### config.mk
export PLATFORM = sky130hd
export DESIGN_NAME = timebase_prescaler
export DESIGN_NICKNAME = d
export VERILOG_FILES = /design/src/rtl/timebase_pkg.sv /design/src/rtl/prescale_stage.sv /design/src/rtl/tick_mux.sv /design/src/rtl/timebase_prescaler.sv
export SDC_FILE = /design/constraint.sdc
export NUM_CORES = 1
export LEC_CHECK = 0
export BUFFER_PORTS_ARGS = -buffer_cell sky130_fd_sc_hd__buf_4
export CELL_PAD_IN_SITES_DETAIL_PLACEMENT = 0
export CELL_PAD_IN_SITES_GLOBAL_PLACEMENT = 1
export CORE_ASPECT_RATIO = 0.8
export CORE_MARGIN = 2
export CORE_UTILIZATION = 46
export CTS_CLUSTER_DIAMETER = 150
export CTS_CLUSTER_SIZE = 16
export DETAILED_ROUTE_END_ITERATION = 7
export PLACE_DENSITY_LB_ADDON = 0.1
export SLEW_MARGIN = 20
export SYNTH_ARGS = -nofsm -noshare
export SYNTH_HDL_FRONTEND = slang
export SYNTH_SLANG_ARGS = --single-unit
### constraint.sdc
create_clock -name clk_i -period 2.6 [get_ports clk_i]
set_clock_uncertainty 0.15 [all_clocks]
set_input_delay 0.13 -clock clk_i [delete_from_list [all_inputs] [get_ports clk_i]]
set_output_delay 0.13 -clock clk_i [all_outputs]
set_load 0.01 [all_outputs]
### src/rtl/timebase_pkg.sv
package timebase_pkg;
  localparam int unsigned NUM_STAGES = 2;

  function automatic int unsigned cnt_w(int unsigned n);
    return (n > 1) ? $clog2(n) : 1;
  endfunction
endpackage

### src/rtl/prescale_stage.sv
module prescale_stage import timebase_pkg::*; #(
  parameter int unsigned DIV = 7
) (
  input  logic clk_i,
  input  logic rst_ni,
  input  logic clr_i,
  input  logic en_i,
  output logic tc_o
);
  localparam int unsigned W = cnt_w(DIV);
  localparam logic [W-1:0] LAST = W'(DIV - 1);

  logic [W-1:0] cnt_q;
  logic         at_last;

  assign at_last = (cnt_q == LAST);
  assign tc_o    = en_i & at_last;

  always_ff @(posedge clk_i or negedge rst_ni) begin
    if (!rst_ni)      cnt_q <= '0;
    else if (clr_i)   cnt_q <= '0;
    else if (en_i)    cnt_q <= at_last ? '0 : cnt_q + 1'b1;
  end
endmodule

### src/rtl/tick_mux.sv
module tick_mux (
  input  logic rst_ni,
  input  logic test_i,
  input  logic tc_i,
  output logic tick_o
);
  // bypass wins over division; reset holds tick low
  assign tick_o = rst_ni & (test_i | tc_i);
endmodule

### src/rtl/timebase_prescaler.sv
module timebase_prescaler import timebase_pkg::*; #(
  parameter int unsigned FAST_DIV = 7,
  parameter int unsigned SLOW_DIV = 100000
) (
  input  logic clk_i,
  input  logic rst_ni,
  input  logic test_i,
  output logic tick_fast_o,
  output logic tick_slow_o
);
  localparam int unsigned DIVS [NUM_STAGES] = '{FAST_DIV, SLOW_DIV};

  logic [NUM_STAGES-1:0] en;
  logic [NUM_STAGES-1:0] tc;
  logic [NUM_STAGES-1:0] tick;

  for (genvar g = 0; g < NUM_STAGES; g++) begin : g_stage
    if (g == 0) begin : g_head
      assign en[g] = 1'b1;
    end else begin : g_chain
      assign en[g] = tc[g-1];
    end

    prescale_stage #(.DIV(DIVS[g])) u_stage (
      .clk_i (clk_i),
      .rst_ni(rst_ni),
      .clr_i (test_i),
      .en_i  (en[g]),
      .tc_o  (tc[g])
    );

    tick_mux u_mux (
      .rst_ni(rst_ni),
      .test_i(test_i),
      .tc_i  (tc[g]),
      .tick_o(tick[g])
    );
  end

  assign tick_fast_o = tick[0];
  assign tick_slow_o = tick[1];
endmodule

==> impl_metrics.yaml <==
worst_setup_path:
  r2r-start: "g_stage[1].u_stage.cnt_q[0]$_DFFE_PN0N_"
  r2r_end: "g_stage[1].u_stage.cnt_q[16]$_DFFE_PN0N_"
  end_kind: "primary output"
  reg2reg_slack_ns: 0.58
  cp_slowest_stage_delay_ns: 0.48
  worst_ep_required_time_ns: 2.32
  crit_buf_inv: 1
  setup.worst_path.start_class: "flop"
  slowest_stage: "dfrtp_1"
  rr_worst_depth: 6
  cp.arrival_ns: 2.01
  crit_type: "flop to primary output"
  crit_end: "tick_slow_o"
  crit_start: "g_stage[1].u_stage.cnt_q[13]$_DFFE_PN0N_"
  crit_cells: 5
  path_max_fanout: 8
  crit_family: "simple AND/OR/NAND/NOR gates"
  crit_chain: "nor4b_1 > and4_1 > a21o_1 > and2_1 > buf_4"
global_routing:
  gr-usage-all-layers_pct: 19.3
  grt_pass1_wl_um: 3880
  grt_overflow_total: 0
  grt_max_degree: 23
  antenna_found_initial: 0
  grt_pass1_vias: 816
yosys:
  netlist_instances: 122
  async_flop_share_pct: 100
  syn-cell-area_sq_um: 1120
  synth_warnings: 0
  ys_top_cells_by_area: "dfrtp_1 45%, nand2_1 4.7%, nor2_1 4.7%"
  ys_seq_area_share_pct: 44.6
  netlist.area_leader.share_pct: 44.6
  yosysTopAreaCell: "dfrtp_1"
  syn_nets: 126
  ys.flop_type: "dfrtp_1"
  synth_cell_types: 34
  avgSynthCellArea_sq_um: 9.19
  synth_seq_cells: 20
  synth_edf_count: 0
power_and_ir_drop:
  combPwrFrac_pct: 5.7
  pwr-share-clk_pct: 41.7
  p_seq_share_pct: 52.6
  p_sw_share_pct: 20.3
  internal-power_mw: 0.485
  peakVddDrop_mv: 0.378
  p_leak_nw: 0.505
  p_per_area_nw_per_um2: 496
  p_sw_mw: 0.124
sta:
  slew_headroom_pct: 73.8
  rsz0062_at_grt: "false"
  fmax_ghz: 0.436
  fin_tns_setup_ns: 0
  period_needed_ns: 2.29
  finalHoldViolCount: 0
  tightest_slew_ns: 0.387
  setup_viol: 0
  drv_slew: 0
  period_share_pct: 88.1
drt:
  vias: 923
  postRouteAntennaNets: 0
  drt_iter0_markers: 23
  drc: 0
  wl_um: 2310
  avgViaCountPerCell: 6.07
  wl_per_cell_um: 15.2
  drtPass1Iterations: 4
clocking:
  cts_max_level: 1
  clk_pin_slew_worst_paths_ns: 0.11
  cts_resized: 0
  cts_tree: "built"
  clk_latency_ns: 0.30
  cts_root_buffer: "clkbuf_4"
  clkSinkCount: 20
  ctsLongestPathBuffers: 2
  numCtsBuffers: 3
hold_path:
  min_path_type: "input port to async pin"
floorplan:
  start_util_pct: 50.2
  core_sq_um: 2230
  ios: 5
  rows: 15
  die_height_um: 48.2
  die_area_sq_um: 2850
  die_w_um: 59.2
finish:
  largest_register_ffs: 20
  drive_above_1_share_pct: 10.2
  num-fill-cells: 215
  final_core_util_pct: 55.0
  diodes: 0
  nets: 132
  top_regs: "g_stage.u_stage.cnt_q x20"
  regMostFlops: "g_stage.u_stage.cnt_q"
  areaGrowthSynthToFinish_pct: 9.60
outcome:
  status: "finished, final reports clean"
job:
  maxCapViolations: 0
placement:
  hpwl_um: 1610
  place.gp.congestion: 0.850
  portBuffers: 4
[kinds of logic (layout without fill, tap and decap cells)]
kind of cell,Yosys count,in the layout,share of synthesized area (%)
compound gates,22,22,11.5
xor+xnor,10,10,7.81
fa+ha+maj,1,1,1.12
buf+inv,7,12,3.35
flops,20,20,44.6
mux,1,1,1.00
simple gates,61,61,30.6
[power by group through the flow]
stage | logic (mW) | clock network (mW) | registers (mW)
after floorplan | 0.0176 | 0 | 0.325
after global placement | 0.0330 | 0 | 0.326
after detailed placement | 0.0340 | 0 | 0.326
after CTS | 0.0362 | 0.264 | 0.320
after global routing | 0.0397 | 0.272 | 0.321
final | 0.0350 | 0.254 | 0.320
[how the worst min path moves through the flow]
stage | to | slack (ns) | startpoint | cells past startpoint
finish | g_stage[1].u_stage.cnt_q[5]$_DFFE_PN0N_ | 0.08 | rst_ni | 2
global route | g_stage[1].u_stage.cnt_q[5]$_DFFE_PN0N_ | 0.08 | rst_ni | 2
CTS | g_stage[1].u_stage.cnt_q[5]$_DFFE_PN0N_ | 0.07 | rst_ni | 2
detailed placement | g_stage[1].u_stage.cnt_q[8]$_DFFE_PN0N_ | -0.12 | rst_ni | 1
global placement | g_stage[1].u_stage.cnt_q[16]$_DFFE_PN0N_ | -0.12 | rst_ni | 1
floorplan | g_stage[0].u_stage.cnt_q[0]$_DFF_PN0_ | -0.32 | rst_ni | 0
[metal layers]
| layer | vias up | global-route usage (%) | part of all wire, % |
|---|---|---|---|
| met3 | 2 | 5.57 | 5.6 |
| met1 | 449 | 25.4 | 50 |
| met4 | 0 | 5.45 | 0.82 |
| met5 | - | 0 | 0 |
| li1 | 447 | - | - |
| met2 | 25 | 31.9 | 44 |
[cell type report]
type / count / area [sq um] / share of cell area, %
clock inverter: 1 / 30.0 / 2.44
tap: 25 / 31.3 / 2.55
timing repair buffer: 7 / 57.6 / 4.68
sequential: 20 / 500 / 40.7
inverter: 1 / 3.75 / 0.305
multi-input combinational: 95 / 583 / 47.5
clock buffer: 3 / 22.5 / 1.83
[what timing repair did]
| item | 4_1_cts | 5_1_grt |
|---|---|---|
| hold buffers | 2 | 0 |
| endpoints found under the hold margin | 30 | 0 |
| setup buffers | 0 | 0 |
[cell usage after synthesis (all sizes together) (3+ instances only)]
cell and instances:
xnor2 4, nor2 14, nand2 14, buf 5, xor2 6, nand3 5
o21ai 5, a31oi 3, a21oi 9, and2 4, or3 5, nor3 3
nand4 6, dfrtp 20
[through the flow]
step / instance area (sq um) / power, mW / cells / worst slack (ns) / hold WS (ns)
finish: 1230 / 0.609 / 152 / 0.308 / 0.0770
global route: 1230 / 0.633 / 152 / 0.140 / 0.0841
detailed placement: 1160 / 0.360 / 146 / 0.616 / -0.120
global placement: 1160 / 0.359 / 146 / 0.665 / -0.123
CTS: 1230 / 0.620 / 152 / 0.288 / 0.0695
floorplan: 1120 / 0.343 / 122 / 0.715 / -0.316
[cell usage in the layout, fill, tap and decap left out, types with 3 or more instances in the layout]
master and instances:
dfrtp_1 20, nor2_1 14, nand2_1 14, a21oi_1 9, nand4_1 6, xor2_1 6
o21ai_0 5, or3_1 5, buf_4 5, xnor2_1 4, and2_1 4, a31oi_1 3
nand3_1 3, clkbuf_4 3
(Power assumes the default switching activity.)
